===== src/rtl/ks_pkg.sv =====
package ks_pkg;
    parameter int WORD_W      = 64;
    parameter int KEY_WORDS   = 4;
    parameter int TWEAK_WORDS = 2;
    parameter int LAST_IDX    = 18;
    parameter logic [WORD_W-1:0] PARITY_CONST = 64'h1BD1_1BDA_A9FC_1A22;

    localparam int EXT_KEY_WORDS   = KEY_WORDS + 1;
    localparam int EXT_TWEAK_WORDS = TWEAK_WORDS + 1;
    localparam int IDX_W           = $clog2(LAST_IDX + 1);

    typedef enum logic [1:0] {
        S_IDLE = 2'd0,
        S_FWD  = 2'd1,
        S_REV  = 2'd2,
        S_END  = 2'd3
    } ks_state_t;
endpackage


===== src/rtl/ks_key_extend.sv =====
module ks_key_extend
    import ks_pkg::*;
(
    input  logic [KEY_WORDS*WORD_W-1:0]         key_i,
    input  logic [TWEAK_WORDS*WORD_W-1:0]       tweak_i,
    output logic [EXT_KEY_WORDS*WORD_W-1:0]     ext_key_o,
    output logic [EXT_TWEAK_WORDS*WORD_W-1:0]   ext_tweak_o
);
    logic [WORD_W-1:0] key_par [KEY_WORDS+1];
    logic [WORD_W-1:0] tw_par  [TWEAK_WORDS+1];

    assign key_par[0] = PARITY_CONST;
    assign tw_par[0]  = '0;

    for (genvar i = 0; i < KEY_WORDS; i++) begin : g_kpar
        assign key_par[i+1] = key_par[i] ^ key_i[i*WORD_W +: WORD_W];
    end

    for (genvar i = 0; i < TWEAK_WORDS; i++) begin : g_tpar
        assign tw_par[i+1] = tw_par[i] ^ tweak_i[i*WORD_W +: WORD_W];
    end

    assign ext_key_o   = {key_par[KEY_WORDS], key_i};
    assign ext_tweak_o = {tw_par[TWEAK_WORDS], tweak_i};
endmodule


===== src/rtl/ks_word_ring.sv =====
module ks_word_ring #(
    parameter int N_WORDS    = 5,
    parameter int W          = 64,
    parameter int PRESET_FWD = 0,
    parameter int PRESET_REV = 3
) (
    input  logic                 clk,
    input  logic                 rst_n,
    input  logic                 load_i,
    input  logic                 load_rev_i,
    input  logic                 adv_fwd_i,
    input  logic                 adv_rev_i,
    input  logic [N_WORDS*W-1:0] din_i,
    output logic [N_WORDS*W-1:0] ring_o
);
    logic [W-1:0] slot [N_WORDS];

    for (genvar i = 0; i < N_WORDS; i++) begin : g_slot
        localparam int SRC_FWD  = (i + PRESET_FWD) % N_WORDS;
        localparam int SRC_REV  = (i + PRESET_REV) % N_WORDS;
        localparam int NEXT_UP  = (i + 1) % N_WORDS;
        localparam int NEXT_DN  = (i + N_WORDS - 1) % N_WORDS;

        always_ff @(posedge clk or negedge rst_n) begin
            if (!rst_n) begin
                slot[i] <= '0;
            end else if (load_i) begin
                slot[i] <= load_rev_i ? din_i[SRC_REV*W +: W]
                                      : din_i[SRC_FWD*W +: W];
            end else if (adv_fwd_i) begin
                slot[i] <= slot[NEXT_UP];
            end else if (adv_rev_i) begin
                slot[i] <= slot[NEXT_DN];
            end
        end

        assign ring_o[i*W +: W] = slot[i];
    end
endmodule


===== src/rtl/ks_subkey_form.sv =====
module ks_subkey_form
    import ks_pkg::*;
(
    input  logic [EXT_KEY_WORDS*WORD_W-1:0]   kring_i,
    input  logic [EXT_TWEAK_WORDS*WORD_W-1:0] tring_i,
    input  logic [IDX_W-1:0]                  idx_i,
    output logic [KEY_WORDS*WORD_W-1:0]       subkey_o
);
    localparam int TOP = KEY_WORDS - 1;

    for (genvar j = 0; j < KEY_WORDS; j++) begin : g_word
        logic [WORD_W-1:0] addend;
        if (j == 0) begin : g_plain
            assign addend = '0;
        end else if (j == TOP) begin : g_count
            assign addend = {{(WORD_W-IDX_W){1'b0}}, idx_i};
        end else begin : g_tweak
            assign addend = tring_i[(j-1)*WORD_W +: WORD_W];
        end
        assign subkey_o[j*WORD_W +: WORD_W] = kring_i[j*WORD_W +: WORD_W] + addend;
    end
endmodule


===== src/rtl/ks_subkey_gen.sv =====
module ks_subkey_gen
    import ks_pkg::*;
(
    input  logic                          clk,
    input  logic                          rst_n,
    input  logic                          load_i,
    input  logic [KEY_WORDS*WORD_W-1:0]   key_i,
    input  logic [TWEAK_WORDS*WORD_W-1:0] tweak_i,
    input  logic                          dir_rev_i,
    input  logic                          step_i,
    output logic [KEY_WORDS*WORD_W-1:0]   subkey_o,
    output logic [IDX_W-1:0]              index_o,
    output logic                          valid_o
);
    localparam int KEY_PRESET_REV = LAST_IDX % EXT_KEY_WORDS;
    localparam int TW_PRESET_REV  = LAST_IDX % EXT_TWEAK_WORDS;
    localparam logic [IDX_W-1:0] IDX_LAST = IDX_W'(LAST_IDX);
    localparam logic [IDX_W-1:0] IDX_ONE  = IDX_W'(1);

    ks_state_t state_q, state_d;
    logic [IDX_W-1:0] idx_q;
    logic adv_fwd, adv_rev;

    logic [EXT_KEY_WORDS*WORD_W-1:0]   ext_key, kring;
    logic [EXT_TWEAK_WORDS*WORD_W-1:0] ext_tw, tring;

    // state register
    always_ff @(posedge clk or negedge rst_n) begin
        if (!rst_n) state_q <= S_IDLE;
        else        state_q <= state_d;
    end

    // next state
    always_comb begin
        state_d = state_q;
        if (load_i) begin
            state_d = dir_rev_i ? S_REV : S_FWD;   // LOAD_REV / LOAD_FWD
        end else if (step_i) begin
            unique case (state_q)
                S_IDLE: state_d = S_IDLE;
                S_FWD:  if (idx_q == IDX_LAST - IDX_ONE) state_d = S_END; // FWD_LAST
                S_REV:  if (idx_q == IDX_ONE) state_d = S_END;            // REV_LAST
                S_END:  state_d = S_END;
                default: state_d = S_IDLE;
            endcase
        end
    end

    // state-derived outputs and enables
    always_comb begin
        adv_fwd = 1'b0;
        adv_rev = 1'b0;
        valid_o = 1'b0;
        unique case (state_q)
            S_IDLE: valid_o = 1'b0;
            S_FWD:  begin valid_o = 1'b1; adv_fwd = step_i && !load_i; end
            S_REV:  begin valid_o = 1'b1; adv_rev = step_i && !load_i; end
            S_END:  valid_o = 1'b1;
            default: valid_o = 1'b0;
        endcase
    end

    always_ff @(posedge clk or negedge rst_n) begin
        if (!rst_n)       idx_q <= '0;
        else if (load_i)  idx_q <= dir_rev_i ? IDX_LAST : '0;
        else if (adv_fwd) idx_q <= idx_q + IDX_ONE;
        else if (adv_rev) idx_q <= idx_q - IDX_ONE;
    end

    ks_key_extend u_ext (
        .key_i       (key_i),
        .tweak_i     (tweak_i),
        .ext_key_o   (ext_key),
        .ext_tweak_o (ext_tw)
    );

    ks_word_ring #(
        .N_WORDS(EXT_KEY_WORDS), .W(WORD_W),
        .PRESET_FWD(0), .PRESET_REV(KEY_PRESET_REV)
    ) u_kring (
        .clk(clk), .rst_n(rst_n), .load_i(load_i), .load_rev_i(dir_rev_i),
        .adv_fwd_i(adv_fwd), .adv_rev_i(adv_rev),
        .din_i(ext_key), .ring_o(kring)
    );

    ks_word_ring #(
        .N_WORDS(EXT_TWEAK_WORDS), .W(WORD_W),
        .PRESET_FWD(0), .PRESET_REV(TW_PRESET_REV)
    ) u_tring (
        .clk(clk), .rst_n(rst_n), .load_i(load_i), .load_rev_i(dir_rev_i),
        .adv_fwd_i(adv_fwd), .adv_rev_i(adv_rev),
        .din_i(ext_tw), .ring_o(tring)
    );

    ks_subkey_form u_form (
        .kring_i  (kring),
        .tring_i  (tring),
        .idx_i    (idx_q),
        .subkey_o (subkey_o)
    );

    assign index_o = idx_q;
endmodule


===== config.mk =====
export PLATFORM = sky130hd
export DESIGN_NAME = ks_subkey_gen
export DESIGN_NICKNAME = d
export VERILOG_FILES = /design/src/rtl/ks_pkg.sv /design/src/rtl/ks_key_extend.sv /design/src/rtl/ks_word_ring.sv /design/src/rtl/ks_subkey_form.sv /design/src/rtl/ks_subkey_gen.sv
export SDC_FILE = /design/constraint.sdc
export NUM_CORES = 2
export LEC_CHECK = 0
export ABC_AREA = 1
export BUFFER_PORTS_ARGS = -buffer_cell sky130_fd_sc_hd__clkbuf_2
export CAP_MARGIN = 25
export CORE_MARGIN = 3
export CORE_UTILIZATION = 30
export DETAILED_ROUTE_END_ITERATION = 7
export PLACE_DENSITY = 0.54
export SYNTH_ARGS = -nofsm -noshare
export SYNTH_HDL_FRONTEND = slang
export SYNTH_SLANG_ARGS = --single-unit

===== constraint.sdc =====
create_clock -name clk -period 2.65 [get_ports clk]
set_input_delay 0 -clock clk [delete_from_list [all_inputs] [get_ports clk]]
set_output_delay 0 -clock clk [all_outputs]
set_load 0.02 [all_outputs]

# After elaboration in Yosys (flattened, before gate mapping)
# Cells that the tools add are included.
# word_totals
wordCells,76
inputBits,389
output_inout_bits,262
regBits,519
# classes
mux,42
n_bitwise,5
eq_ne,7
add_sub_neg,5
n_reduce_logical,7
# ops
operator,count
$mux 64,29
$xor 64x64->64,4
$add 64x64->64,2
$add 64x5->64,1
$not 32->32,1
$mux 5,4
$mux 2,5
$pmux 2 s4,1
$ne 3x3->1 const B,2
$add 5x1->5 const B,1
$eq 5x1->1 const B,1
$eq 5x5->1 const B,1
$sub 5x1->5 const B,1
$eq 2x2->1 const B,2
$reduce_and 3->1,1
$reduce_bool 3->1,1
$reduce_or 3->1,1
$eq 2x1->1 const B,1
$logic_not 2->1,1
$mux 1,2
$pmux 1 s2,1
$reduce_bool 2->1,1
$logic_and 1x1->1,1
$logic_not 1->1,1

# Longest topological paths before layout
# depth
ltp_word,6
mapped_depth,14
mapped_depth_nobuf,14

# Hierarchy
# From an unflattened synthesis, not the netlist that was laid out.
# unflattened
cells_unflattened,10245
hier_area_um2,57375.0
# modules_own_cells
module,area_each_um2,instances,cells_per_inst
ks_word_ring at u_kring,24444.7,1,4298
ks_subkey_form,14203.6,1,3060
ks_word_ring at u_tring,11518.5,1,1668
ks_key_extend,6606.3,1,1120
ks_subkey_gen,601.8,1,99

# Worst setup path after synthesis
# Ideal clock, no wire load.
# synth_path
path_kind,reg-to-output
from,"register idx_q[0], in the netlist index_o[0]"
to,output port subkey_o[250]
path_stages_with_launch,11
path_slack_ps,249
arrival_time_ps,2401
cell_sequence,dfrtp_1 > ha_1 > fa_1 > nand3_1 > nand3_1 > a21oi_1 > inv_1 > nand2_1 > nor2_1 > nand2_1 > xor2_1
# synth_between
elab_chain_cells,1
# synth_lines
item,line,rtl
start: declaration,ks_subkey_gen.sv:21,logic [IDX_W-1:0] idx_q;
start signal: assignment,ks_subkey_gen.sv:65,else if (load_i) idx_q <= dir_rev_i ? IDX_LAST : '0;
start signal: assignment,ks_subkey_gen.sv:66,else if (adv_fwd) idx_q <= idx_q + IDX_ONE;
start signal: assignment,ks_subkey_gen.sv:67,else if (adv_rev) idx_q <= idx_q - IDX_ONE;
$add 64x5->64,ks_subkey_form.sv:20,assign subkey_o[j*WORD_W +: WORD_W] = kring_i[j*WORD_W +: WORD_W] + addend;
end: declaration,ks_subkey_gen.sv:11,"output logic [KEY_WORDS*WORD_W-1:0] subkey_o,"
# No other way between the ends.

# Worst setup path after layout
# layout_path
from,"register idx_q[0], in the netlist index_o[0]"
to,output port subkey_o[238]
# The elaborated chain is that of the path after synthesis.

==> flow_results.org <==
** Timing
- F_max :: 0.3468 GHz
- The hold violation count in the final report came to 0.
- The clock arrives with 0.03227 ns of skew.
- The number of max-slew violations in the final report is 0.
- Setup repair after global routing missed its margin :: yes
- Final setup viols :: between 100 and 150
- Subtracting the final worst setup slack from the clock period gives approximately 2.9 ns.
- Post-route fraction of the period consumed by the critical path :: 1.088
- Worst slew margin :: 0.4186
- For the pin with the worst max-slew slack, the measured transition is 0.8720 ns.
- Worst-case setup margin in the final layout :: -0.2332 ns

** Die
- Boundary Pins :: 651
- The floorplan has 143 rows.
- Die ar. :: 158000 um^2
- Core ar. :: approximately 150000 um^2
- Starting density of the core :: 0.3023
- From left edge to right edge, the die measures 397.5 um.
- Die Height :: 397.5 um

** Worst hold path
- In this run the worst hold path is classified as in -> async.

** Synthesis
- Post-synth EDFFs :: 0
- In this run, distinct cell masters in the synthesized netlist total 40.
- Top-area cell type share of the netlist area :: 0.2825
- YS warnings :: 0
- Leading register cell type out of synthesis :: dfrtp_1
- Dominant cell type by area after synthesis :: dfrtp_1
- Sorting the synthesized cells by how often they occur yields nand2_1, inv_1, nor2_1.
- Library cell with the highest instance count after synthesis :: nand2_1
- Syn_nets :: about 7700
- Each instance of the synthesized netlist takes up on average 6.445 um^2.
- Top post-synthesis cells by area :: dfrtp_1, nand2_1, inv_1
- In this run the cell area of the synthesized design comes to roughly 46000 um^2.
- Counting flops with an async set or reset pin after synthesis yields a share of 1.000.
- Counting every instance in the synthesized netlist gives approximately 7100.
- The share of the Yosys chip area taken by registers is 0.2825.
- After synthesis the netlist holds a flip-flop and latch count of between 500 and 600.

** Power
- Largest voltage drop on the vdd net :: 1.350 mV
- In this run the static leakage power is 33.23 nW.
- In this run the power density over the cells is 1367 nW/um^2.
- The design draws approximately 0.10 W.

** Cells and area
- From synthesis to final layout, the design area changed by 59.91%.
- Number of nets in the layout :: between 9000 and 10000
- After routing the design area is 73520 um^2.
- Layout cells sized above 1 :: 0.3545
- Final core area utilization :: 0.4834

** Critical path
- Reg-to-reg setup timing slack :: 0.03 ns
- STA classifies the critical path startpoint as a flop.
- WP buf/inv :: 4
- Standard cell with the maximum stage delay on the critical path :: dfrtp_1
- Broken down by cell family, the worst path's largest delay share belongs to adder cells.
- Traced cell by cell, the critical path runs through ha_4 > fa_2 > nand3_2 > nand3_2 > a21oi_4 > inv_4 > buf_6 > nand2_4 > buf_6 > nor3_4 > xor2_2 > clkbuf_8.
- The largest single stage delay on the critical path is 0.41 ns.
- Kind of end point of the critical path :: primary output
- Req. time, crit path :: 2.65 ns
- The critical path in this run is classified as reg -> out.
- Of all nets on the critical path, the largest fanout is 4.
- Worst endpoint data arrival time :: 2.88 ns

** Clocking
- Longest Clk Path Bufs :: 3
- # H-tree levels :: 3
- Total clock sinks :: 519
- Number of buffers created by CTS :: 71
- Clk_lat worst skew :: 0.67 ns
- Clock transition at the register clock pins on the worst setup and hold paths after CTS :: 0.06 ns
- Clock root cell :: clkbuf_16
- TritonCTS built the clock tree.

** Detailed routing
- The routed design has 273.1 mm of wire.
- The first routing iteration left 6315 violations.
- The detail route stage leaves a number of antenna-violating nets equal to 0.
- Via count :: 58637
- Average wire per cell in the routed design :: roughly 25 um
- For this run, design rule violations remaining after detail routing come to 0.
- After detailed routing, the number of vias per cell comes to between 5 and 6.
- The first detailed-routing pass took 8 iterations.

** Place
- Once placement finished, the instance area stood at 53000 um^2.
- Number of port buffers :: 650
- Routability-driven placement finished with a final weighted congestion of 1.030.
- DPL Wire Length :: 205.3 mm
- Pre-CTS setup slack :: -0.1935 ns

** Run status
- Result of the run :: finished, violations left
- Violations in the final reports :: negative setup slack

** GRT
- Vias in the first global route :: ~54000
- Entering global routing, the biggest net connects 123 pins.
- Initial antenna violation count :: 17
- For this run the aggregate overflow at the end of global routing stands at 0.
- For this run, the total global-route usage over all layers was measured as 0.3215.
- The first global-routing pass estimated approximately 370 mm of wire.

** Run
- Number of maximum-capacitance constraint violations :: 0
## routing by layer
metal	track usage	wire, um
met2	0.5025	119900
met4	0.1664	18180
met5	0	21
met1	0.4189	109800
met3	0.06369	25230
## sequential cells by signal, summed over array words and instances, names as in the netlist
signal	flops
index_o	5
state_q	2
u_kring.ring_o	320
u_tring.ring_o	192
## report_power, final
part	internal [W]	leakage (nW)	switching [W]	total (W)
Combinational	0.0300	26.4	0.0425	0.0726
Sequential	0.0113	5.74	0.00691	0.0182
Clock	0.00560	1.12	0.00412	0.00972
Total	0.0470	33.2	0.0535	0.101
## final cells by class
type,instances,area (um^2)
diodes,12,30.03
inverters,909,3500
repair inverters,2,22.52
clock buffers,103,2017
multi-input cells,5271,35640
well taps,2030,2540
clock inverters,21,256.5
repair buffers,1857,16240
fillers,14839,78570
flip-flops and latches,519,13270
## placed cells by master (no fill, tap or decap), types with 95 or more instances in the layout
master | netlist | final
nand2_2 | 0 | 434
nand2_1 | 2085 | 1465
o21ai_0 | 245 | 238
a22oi_1 | 217 | 217
xnor2_1 | 130 | 130
dlygate4sd3_1 | 0 | 537
buf_6 | 0 | 197
nand4_1 | 95 | 95
inv_1 | 904 | 781
a41oi_1 | 231 | 230
buf_4 | 64 | 516
nor2_4 | 1 | 131
nand2_4 | 0 | 163
o22ai_1 | 123 | 123
dfrtp_1 | 519 | 293
nand3_1 | 441 | 366
xor2_1 | 176 | 98
clkbuf_2 | 0 | 485
inv_2 | 4 | 109
nor2_1 | 786 | 596
ha_4 | 0 | 127
dfrtp_2 | 0 | 226
## path summary, 6_finish.rpt
path                                      from                   to  cells after the start
max                                 index_o[0]        subkey_o[238]                     12
min                                      rst_n  u_kring.ring_o[290]                      3
max reg2reg                         state_q[0]  u_kring.ring_o[260]                     10
min reg2reg                u_kring.ring_o[263]  u_kring.ring_o[263]                      1
max in group asynchronous                rst_n  u_kring.ring_o[122]                      3
min in group clk                        load_i           index_o[4]                      3
## stage by stage
stage / hold WS (ns) / TNS, ns / instances
2_1_floorplan: -0.2956 / 0 / 7133
3_3_place_gp: 0.004992 / -0.3510 / 9723
3_5_place_dp: 0.00007072 / -0.3642 / 9723
4_1_cts: 0.04270 / -25.05 / 10523
5_1_grt: 0.06162 / -23.22 / 10716
6_report: 0.07451 / -10.62 / 10724
## worst reg2reg max path: stages (launching register included)
cell and delay (ns):
dfrtp_1 0.40, inv_2 0.08, nor2_4 0.18, nor2_1 0.12, o21ai_4 0.29, buf_12 0.22, buf_12 0.14, buf_16 0.19
nand4_1 0.13, o22a_1 0.18, dlygate4sd3_1 0.57
## logic make-up (layout without fill, tap and decap cells)
| kind of cell | count (synthesis) | in the layout | share of synthesized area |
|---|---|---|---|
| DFF | 519 | 519 | 0.2825 |
| adders and majority gates | 137 | 137 | 0.03777 |
| buffers and inverters | 1343 | 2892 | 0.1178 |
| xor gates and xnor gates | 306 | 306 | 0.05830 |
| AOI/OAI and AO/OA | 1255 | 1255 | 0.1878 |
| and+or+nand+nor | 3573 | 3573 | 0.3159 |
| other | 0 | 12 | 0 |
## repair_timing
action                     4_1_cts  5_1_grt
hold endpoints to repair       890        0
hold buffers                   538        0
setup endpoints to repair      182      222
pin swaps                      182      495
setup buffers                  143      185
gates resized for setup       1084     1627
gates cloned                     0       14
No activity file was read; power rests on OpenSTA's default activity.
